### src/rtl/cam_cap_pkg.sv
package cam_cap_pkg;

  typedef enum logic [1:0] {
    PW_8  = 2'b00,
    PW_10 = 2'b01,
    PW_12 = 2'b10,
    PW_14 = 2'b11
  } pix_width_e;

  // Mask that keeps only the bits of the selected sample width.
  function automatic logic [15:0] width_mask(pix_width_e w);
    int unsigned nbits;
    nbits = 8 + 2 * int'(w);
    return 16'((32'd1 << nbits) - 32'd1);
  endfunction

endpackage

### src/rtl/cam_pin_sync.sv
module cam_pin_sync #(
  parameter int DATA_W = 14,
  parameter int STAGES = 2
) (
  input  logic              clk,
  input  logic              rst_n,
  input  logic              cfg_pclk_rise,
  input  logic              pix_clk,
  input  logic              pix_hs,
  input  logic              pix_vs,
  input  logic [DATA_W-1:0] pix_d,
  output logic              smp_stb,
  output logic              smp_hs,
  output logic              smp_vs,
  output logic [DATA_W-1:0] smp_d
);

  localparam int BUS_W = DATA_W + 3;

  logic [BUS_W-1:0] pipe_q [STAGES];
  logic [BUS_W-1:0] pipe_d [STAGES];
  logic             pclk_prev_q;

  // Pixel clock, syncs and data all go through the same number of stages,
  // so they stay aligned with each other.
  generate
    for (genvar s = 0; s < STAGES; s++) begin : g_stage
      if (s == 0) begin : g_first
        assign pipe_d[s] = {pix_clk, pix_hs, pix_vs, pix_d};
      end else begin : g_rest
        assign pipe_d[s] = pipe_q[s-1];
      end
      always_ff @(posedge clk or negedge rst_n) begin
        if (!rst_n) pipe_q[s] <= '0;
        else        pipe_q[s] <= pipe_d[s];
      end
    end
  endgenerate

  logic pclk_cur;
  assign pclk_cur = pipe_q[STAGES-1][BUS_W-1];

  always_ff @(posedge clk or negedge rst_n) begin
    if (!rst_n) pclk_prev_q <= 1'b0;
    else        pclk_prev_q <= pclk_cur;
  end

  always_comb begin
    if (cfg_pclk_rise) smp_stb = pclk_cur & ~pclk_prev_q;
    else               smp_stb = ~pclk_cur & pclk_prev_q;
  end

  assign smp_hs = pipe_q[STAGES-1][BUS_W-2];
  assign smp_vs = pipe_q[STAGES-1][BUS_W-3];
  assign smp_d  = pipe_q[STAGES-1][DATA_W-1:0];

endmodule

### src/rtl/cam_packer.sv
module cam_packer
  import cam_cap_pkg::*;
#(
  parameter int DATA_W = 14,
  parameter int WORD_W = 32
) (
  input  logic              clk,
  input  logic              rst_n,
  input  logic              en,
  input  pix_width_e        width,
  input  logic              stb,
  input  logic              hs_act,
  input  logic              vs_act,
  input  logic [DATA_W-1:0] d,
  output logic              done,
  output logic [WORD_W-1:0] word
);

  localparam int HALF_W  = WORD_W / 2;
  localparam int NARROW  = WORD_W / 8;
  localparam int CNT_W   = $clog2(NARROW);

  logic [WORD_W-1:0] acc_q, acc_n, ins;
  logic [CNT_W-1:0]  cnt_q, cnt_n;
  logic [DATA_W-1:0] sample;
  logic              take, clr, last;

  always_comb begin
    take   = en & stb & hs_act & vs_act;
    clr    = ~en | ~vs_act;
    sample = d & width_mask(width)[DATA_W-1:0];
    ins    = acc_q;
    if (width == PW_8) begin
      ins[int'(cnt_q)*8 +: 8] = sample[7:0];
      last = (cnt_q == CNT_W'(NARROW - 1));
    end else begin
      ins[int'(cnt_q[0])*HALF_W +: HALF_W] = {{(HALF_W-DATA_W){1'b0}}, sample};
      last = cnt_q[0];
    end
    done  = take & last;
    word  = ins;
    acc_n = acc_q;
    cnt_n = cnt_q;
    if (clr) begin
      acc_n = '0;
      cnt_n = '0;
    end else if (take) begin
      if (last) begin
        acc_n = '0;
        cnt_n = '0;
      end else begin
        acc_n = ins;
        cnt_n = cnt_q + 1'b1;
      end
    end
  end

  always_ff @(posedge clk or negedge rst_n) begin
    if (!rst_n) begin
      acc_q <= '0;
      cnt_q <= '0;
    end else begin
      acc_q <= acc_n;
      cnt_q <= cnt_n;
    end
  end

endmodule

### src/rtl/cam_word_reg.sv
module cam_word_reg #(
  parameter int WORD_W = 32
) (
  input  logic              clk,
  input  logic              rst_n,
  input  logic              en,
  input  logic              done,
  input  logic [WORD_W-1:0] word_in,
  input  logic              ack,
  output logic [WORD_W-1:0] q,
  output logic              req,
  output logic              ovr
);

  logic [WORD_W-1:0] q_n;
  logic              req_n, ovr_n, load;

  always_comb begin
    load  = done;
    q_n   = load ? word_in : q;
    if (done)     req_n = 1'b1;
    else if (ack) req_n = 1'b0;
    else          req_n = req;
    if (!en)                     ovr_n = 1'b0;
    else if (done & req & ~ack)  ovr_n = 1'b1;
    else                         ovr_n = ovr;
  end

  always_ff @(posedge clk or negedge rst_n) begin
    if (!rst_n) begin
      q   <= '0;
      req <= 1'b0;
      ovr <= 1'b0;
    end else begin
      if (load) q <= q_n;
      req <= req_n;
      ovr <= ovr_n;
    end
  end

endmodule

### src/rtl/cam_capture_top.sv
module cam_capture_top
  import cam_cap_pkg::*;
#(
  parameter int DATA_W = 14,
  parameter int WORD_W = 32,
  parameter int STAGES = 2
) (
  input  logic              clk,
  input  logic              rst_n,
  input  logic              cfg_en,
  input  logic [1:0]        cfg_width,
  input  logic              cfg_pclk_rise,
  input  logic              cfg_hs_high,
  input  logic              cfg_vs_high,
  input  logic              pix_clk,
  input  logic              pix_hs,
  input  logic              pix_vs,
  input  logic [DATA_W-1:0] pix_d,
  output logic [WORD_W-1:0] word_q,
  output logic              word_req,
  input  logic              word_ack,
  output logic              overrun
);

  logic              smp_stb, smp_hs, smp_vs;
  logic [DATA_W-1:0] smp_d;
  logic              hs_act, vs_act, pk_done;
  logic [WORD_W-1:0] pk_word;

  cam_pin_sync #(.DATA_W(DATA_W), .STAGES(STAGES)) u_sync (
    .clk(clk), .rst_n(rst_n), .cfg_pclk_rise(cfg_pclk_rise),
    .pix_clk(pix_clk), .pix_hs(pix_hs), .pix_vs(pix_vs), .pix_d(pix_d),
    .smp_stb(smp_stb), .smp_hs(smp_hs), .smp_vs(smp_vs), .smp_d(smp_d)
  );

  assign hs_act = (smp_hs == cfg_hs_high);
  assign vs_act = (smp_vs == cfg_vs_high);

  cam_packer #(.DATA_W(DATA_W), .WORD_W(WORD_W)) u_pack (
    .clk(clk), .rst_n(rst_n), .en(cfg_en), .width(pix_width_e'(cfg_width)),
    .stb(smp_stb), .hs_act(hs_act), .vs_act(vs_act), .d(smp_d),
    .done(pk_done), .word(pk_word)
  );

  cam_word_reg #(.WORD_W(WORD_W)) u_out (
    .clk(clk), .rst_n(rst_n), .en(cfg_en), .done(pk_done), .word_in(pk_word),
    .ack(word_ack), .q(word_q), .req(word_req), .ovr(overrun)
  );

endmodule

### config.mk
export PLATFORM = sky130hd
export DESIGN_NAME = cam_capture_top
export DESIGN_NICKNAME = d
export VERILOG_FILES = /design/src/rtl/cam_cap_pkg.sv /design/src/rtl/cam_pin_sync.sv /design/src/rtl/cam_packer.sv /design/src/rtl/cam_word_reg.sv /design/src/rtl/cam_capture_top.sv
export SDC_FILE = /design/constraint.sdc
export NUM_CORES = 1
export LEC_CHECK = 0
export ABC_AREA = 1
export BUFFER_PORTS_ARGS = -buffer_cell sky130_fd_sc_hd__clkbuf_2
export CORE_UTILIZATION = 28
export DETAILED_ROUTE_END_ITERATION = 8
export GPL_TIMING_DRIVEN = 0
export PLACE_DENSITY = 0.55
export SYNTH_ARGS = -nofsm -noshare
export SYNTH_HDL_FRONTEND = slang
export SYNTH_SLANG_ARGS = --single-unit
### constraint.sdc
create_clock -name clk -period 4.32 [get_ports clk]
set_input_delay 0 -clock clk [delete_from_list [all_inputs] [get_ports clk]]
set_output_delay 0 -clock clk [all_outputs]
set_load 0.02 [all_outputs]
# Word level (Yosys, flattened, before mapping)
# Cells that the tools add are included.
# W data, S select, Z words.
# op_classes
n_addsub,5
eq_ne,4
shift,5
mux,15
n_bitwise,15
reduce_logical,3
# op_table
operator,count
$mux W32,4
$neg A5 Y33,2
$bwmux W32,2
$shift A16 B33 Y32 const A,1
$shift A8 B33 Y32 const A,1
$shiftx A16 B33 Y32,1
$shiftx A8 B33 Y32,1
$shl A1 B32 Y14 const A,1
$and A14 B14 Y14,1
$sub A14 B1 Y14 const B,1
$and A1 B1 Y1,8
$mux W1,6
$mux W2,3
$add A4 B3 Y5 const A,1
$not A1 Y1,5
$reduce_bool A2 Y1,2
$add A2 B1 Y2 const B,1
$eq A1 B1 Y1,2
$eq A2 B2 Y1 const B,1
$logic_not A2 Y1,1
$ne A2 B1 Y1 const B,1
$or A1 B1 Y1,1
# word_totals
reg_bits,103
inputBits,26
output_inout_bits,34
word_cells,55

# Depth between registers and ports, before layout
# depth
depth_word,11
depth_mapped,12

# By module
# A second synthesis with hierarchy kept.
# unflattened
hier_cells,619
area_unflattened_um2,4885.9
# modules_own_cells
module,instances,cells_per_inst,area_each_um2,seq_area_each_um2
cam_packer,1,423,2563.7,850.8
cam_word_reg,1,145,1383.8,850.8
cam_pin_sync,1,41,900.9,875.8
cam_capture_top,1,10,37.5,0.0

# Worst setup path after synthesis
# No wires, ideal clock.
# synth_path
path_type,register to register
start,register u_pack.cnt_q[0]
end,register u_out.q[28]
setup_ns,0.065
t_arrival_ns,1.739
slack_ns,2.516
stages_incl_launch_ff,11
period_less_slack_ns,1.804
cell_sequence,dfrtp_1 > inv_2 > buf_2 > ha_1 > nor2_1 > nand2_1 > o21ai_0 > nand2_1 > nand2_1 > nand2_1 > nand2_1
# synth_between
elab_chain_len,4
# synth_lines
element,line_no,text
"start, declared",cam_packer.sv:24,"logic [CNT_W-1:0] cnt_q, cnt_n;"
"start signal, assigned",cam_packer.sv:64,cnt_q <= cnt_n;
"$neg A5 Y33, on equally long branches","cam_packer.sv:37, cam_packer.sv:34",
"$shiftx A16 B33 Y32, or another cell as far along",cam_packer.sv:37,"ins[int'(cnt_q[0])*HALF_W +: HALF_W] = {{(HALF_W-DATA_W){1'b0}}, sample};"
"$bwmux W32, on equally long branches","cam_packer.sv:37, cam_packer.sv:34",
$mux W32,cam_packer.sv:33,if (width == PW_8) begin
"end signal, assigned",cam_word_reg.sv:35,if (load) q <= q_n;
"end, declared",cam_word_reg.sv:10,"output logic [WORD_W-1:0] q,"
# Parallel ways exist; a longest one is shown, timed or not.
# A chain may end at the register's enable or synchronous reset.

# Worst setup path after layout
# layout_path
start,register u_pack.cnt_q[0]
end,register u_pack.acc_q[31]
# layout_between
elab_chain_len,7
# layout_lines
element,line_no,text
"$neg A5 Y33, on equally long branches","cam_packer.sv:37, cam_packer.sv:34",
"$shiftx A16 B33 Y32, or another cell as far along",cam_packer.sv:37,
"$bwmux W32, on equally long branches","cam_packer.sv:37, cam_packer.sv:34",
$mux W32,cam_packer.sv:33,
$mux W32 *,cam_packer.sv:48,if (last) begin
$mux W32 *,cam_packer.sv:47,end else if (take) begin
$mux W32 *,cam_packer.sv:44,if (clr) begin
"end signal, assigned",cam_packer.sv:63,acc_q <= acc_n;
"end, declared",cam_packer.sv:23,"logic [WORD_W-1:0] acc_q, acc_n, ins;"
# Every way passes the cells marked *; elsewhere a longest branch is shown, timed or not. The select of a mux whose other input is x is not followed.

==> impl_results.md <==
* # diodes at 0
* Hold Vio Cnt, Final at 0
* Worst-Margin Slew at 0.813 ns
* Final ANT Viol Nets at 0
* Total negative slack at 0 ns
* Grt peak-use layer: met2
* Crit end category: register
* Max cap viols at 0
* Critical path peak fanout at 12
* Outcome: finished, final reports clean
* CP arrival at 2.60 ns
* Vias in the first global route at 3911
* Unrepaired setup endpoints after global routing: false
* Clock latency on the worst-skew pair at 0.35 ns
* Pin count of the biggest net entering global routing at 104
* GP Congestion at 0.900
* Initial cell density of the core at 28.5%
* Core Area at 16500 µm²
* Startpoint Class: register
* Post-Synthesis Cells at 571
* First-pass DRT Iterations at 5
* GRT Overall Usage at 15.0%
* Final setup fails at 0
* CP Data Required Time at 4.60 ns
* Drt total wl at 12.2 mm
* Critical path type: register to register
* Syn-to-layout area delta at 22.6%
* Cells after DPL at 850
* Final net count at 695
* Pleak at 2.88 nW
* Initial DRC Count at 240
* Most frequent cells in the layout: nand2_1 (206), dfrtp_1 (103), clkbuf_2 (60)
* Post-DP HPWL at 8.69 mm
* Fin crit share at 53.8%
* Row cnt at 47
* Max VDD drop at 0.137 mV
* Mapped cell area at 4710 µm²
* Syn_nets at 604
* Clk root buf: clkbuf_16
* Drc violations at 0
* CP cell instances: inv_2 -> buf_2 -> ha_1 -> nor2_1 -> nand2_1 -> inv_1 -> nand3_1 -> o21ai_0 -> nand2_1 -> o21ai_1
* Netlist cell types at 27
* Initial antenna violation count at 0
* Min-Delay Path Class: primary input to register
* Most frequent CP cell: nand2_1
* Vias at 3885
* Met1 usage at 20.4%
* Postcts setup bufs at 0
* Pwr Density at 347 nW/µm²
* Post-CTS Hold Buffers at 21
* Relative max-transition margin at 45.8%
* Layout cells sized above 1 at 16.5%
* Die width at 132 µm
* Vias/cell at 4.38
* Fillers at 1725
* Chip height at 132 µm
* PnR Total Power at 2.00 mW
* Fmax at 430 MHz
* Final Max Tran Viols at 0
* Max incr delay on CP at 0.53 ns
* Max stage delay cell, worst path: dfrtp_1
* Die area at 17300 µm²
* Fin util at 34.9%
* Most common cell after layout, fill and taps aside: nand2_1
* CTS tree: built
* GR Util met2 at 23.6%
* Fin cells at 887
* Post-layout min period at 2.32 ns
* CP bufs+invs at 3
* Longest Clk Path Bufs at 2
* Share of the yosys chip area belonging to registers at 54.8%
* Routing usage on met3 at 1.66%
* Synth Register Bits at 103
* WL/cell at 13.8 µm
* Worst Skew at 0.0112 ns
* Post-CTS Resized at 0
* Clk slew on worst S/H paths at 0.07 ns
* CTS sink cnt at 103
* Total grt overflow at 0
* H-tree levels at 3
* CP top delay family: simple AND/OR/NAND/NOR gates
* First-pass GRT wire length at 20.5 mm
* Avg Inst Size Synth at 8.24 µm²
* I/O Pins at 60
* Port buffer count at 59
* YS warnings at 0
* TritonCTS Buffers at 9
==> path summary, 6_finish.rpt <==
check	start	to	slack, ns	depth (start not counted)
worst max-delay path	u_pack.cnt_q[0]	u_pack.acc_q[31]	2.00	10
max in group asynchronous	rst_n	u_out.q[4]	3.46	2
worst min-delay path	cfg_width[1]	u_pack.acc_q[13]	0.15	5
worst max register to register	u_pack.cnt_q[0]	u_pack.acc_q[31]	2.00	10
worst min register to register	u_sync.pipe_d[10]	u_sync.smp_d[10]	0.35	0
min in group asynchronous	rst_n	u_sync.smp_hs	0.31	2
==> synthesized netlist by cell type <==
library cell / n / area [µm²]
buf_4: 6 / 45.0
o21ai_0: 44 / 220
nor2_1: 29 / 109
buf_6: 4 / 45.0
nand4_1: 15 / 93.8
nor2_4: 1 / 11.3
clkinv_1: 1 / 3.75
nor2_2: 3 / 18.8
nand2_1: 206 / 773
a22oi_1: 1 / 7.51
o21bai_1: 1 / 7.51
inv_1: 47 / 176
ha_1: 7 / 87.6
o21ai_1: 18 / 90.1
nand3_2: 1 / 10.0
nor3_1: 1 / 5.00
dfrtp_1: 103 / 2580
a21oi_1: 50 / 250
clkbuf_2: 2 / 10.0
inv_2: 5 / 18.8
nand2_2: 4 / 25.0
nor3_4: 1 / 16.3
clkbuf_1: 3 / 11.3
or2_2: 1 / 6.26
buf_2: 8 / 40.0
nand3_1: 8 / 40.0
o22ai_1: 1 / 6.26
==> layer usage <==
metal  share of wire (%)  vias up
met4                 3.1        0
met2                  44      108
li1                    -     2001
met5                   0        -
met1                  49     1755
met3                 3.7       21
==> where the power goes <==
group	switching, mW	internal [mW]	leakage (nW)	total (mW)
combinational	0.146	0.0737	1.40	0.220
clock	0.371	0.393	0.125	0.764
sequential	0.0211	0.999	1.35	1.02
==> state kept, by name, indices dropped and copies added (netlist names) <==
name	flops
u_out.ovr	1
u_out.q	32
u_out.req	1
u_pack.acc_q	32
u_pack.cnt_q	2
u_sync.pclk_cur	1
u_sync.pclk_prev_q	1
u_sync.pipe_d	17
u_sync.smp_d	14
u_sync.smp_hs	1
u_sync.smp_vs	1
==> per-stage QoR <==
| step | worst slack, ns | hold slack, ns | area (µm²) |
|---|---|---|---|
| after floorplan | 2.52 | -0.296 | 4710 |
| after global placement | 1.80 | 0.109 | 5280 |
| after detailed placement | 2.02 | 0.110 | 5290 |
| after CTS | 2.01 | 0.155 | 5770 |
| after global routing | 1.83 | 0.234 | 5770 |
| final | 2.00 | 0.154 | 5770 |
==> cells by family (layout without fill, tap and decap cells) <==
family / Yosys count / count (layout) / share of synthesized area (%)
AO/OA/AOI/OAI: 115 / 115 / 12.4
adder cells (fa/ha/maj): 7 / 7 / 1.86
buffers and inverters: 76 / 172 / 7.44
flip-flops: 103 / 103 / 54.8
AND/OR/NAND/NOR: 270 / 270 / 23.6
==> tightest hold or removal path: cells and delay by family <==
kind	cells	cell delay, ns
simple gates	2	0.19
compound gates	2	0.15
buf+inv	1	0.12
==> cell type report <==
type                    instances  area (µm²)  area share (%)
inverters                      53         199            3.45
repair buffers                 80         514            8.91
clock buffers                  10         229            3.97
flip-flops and latches        103        2580            44.7
plain buffers                  23         151            2.62
well taps                     220         275            4.77
multi-input cells             392        1780            30.8
clock inverters                 6        45.0           0.781
No activity file was read; power rests on OpenSTA's default activity.
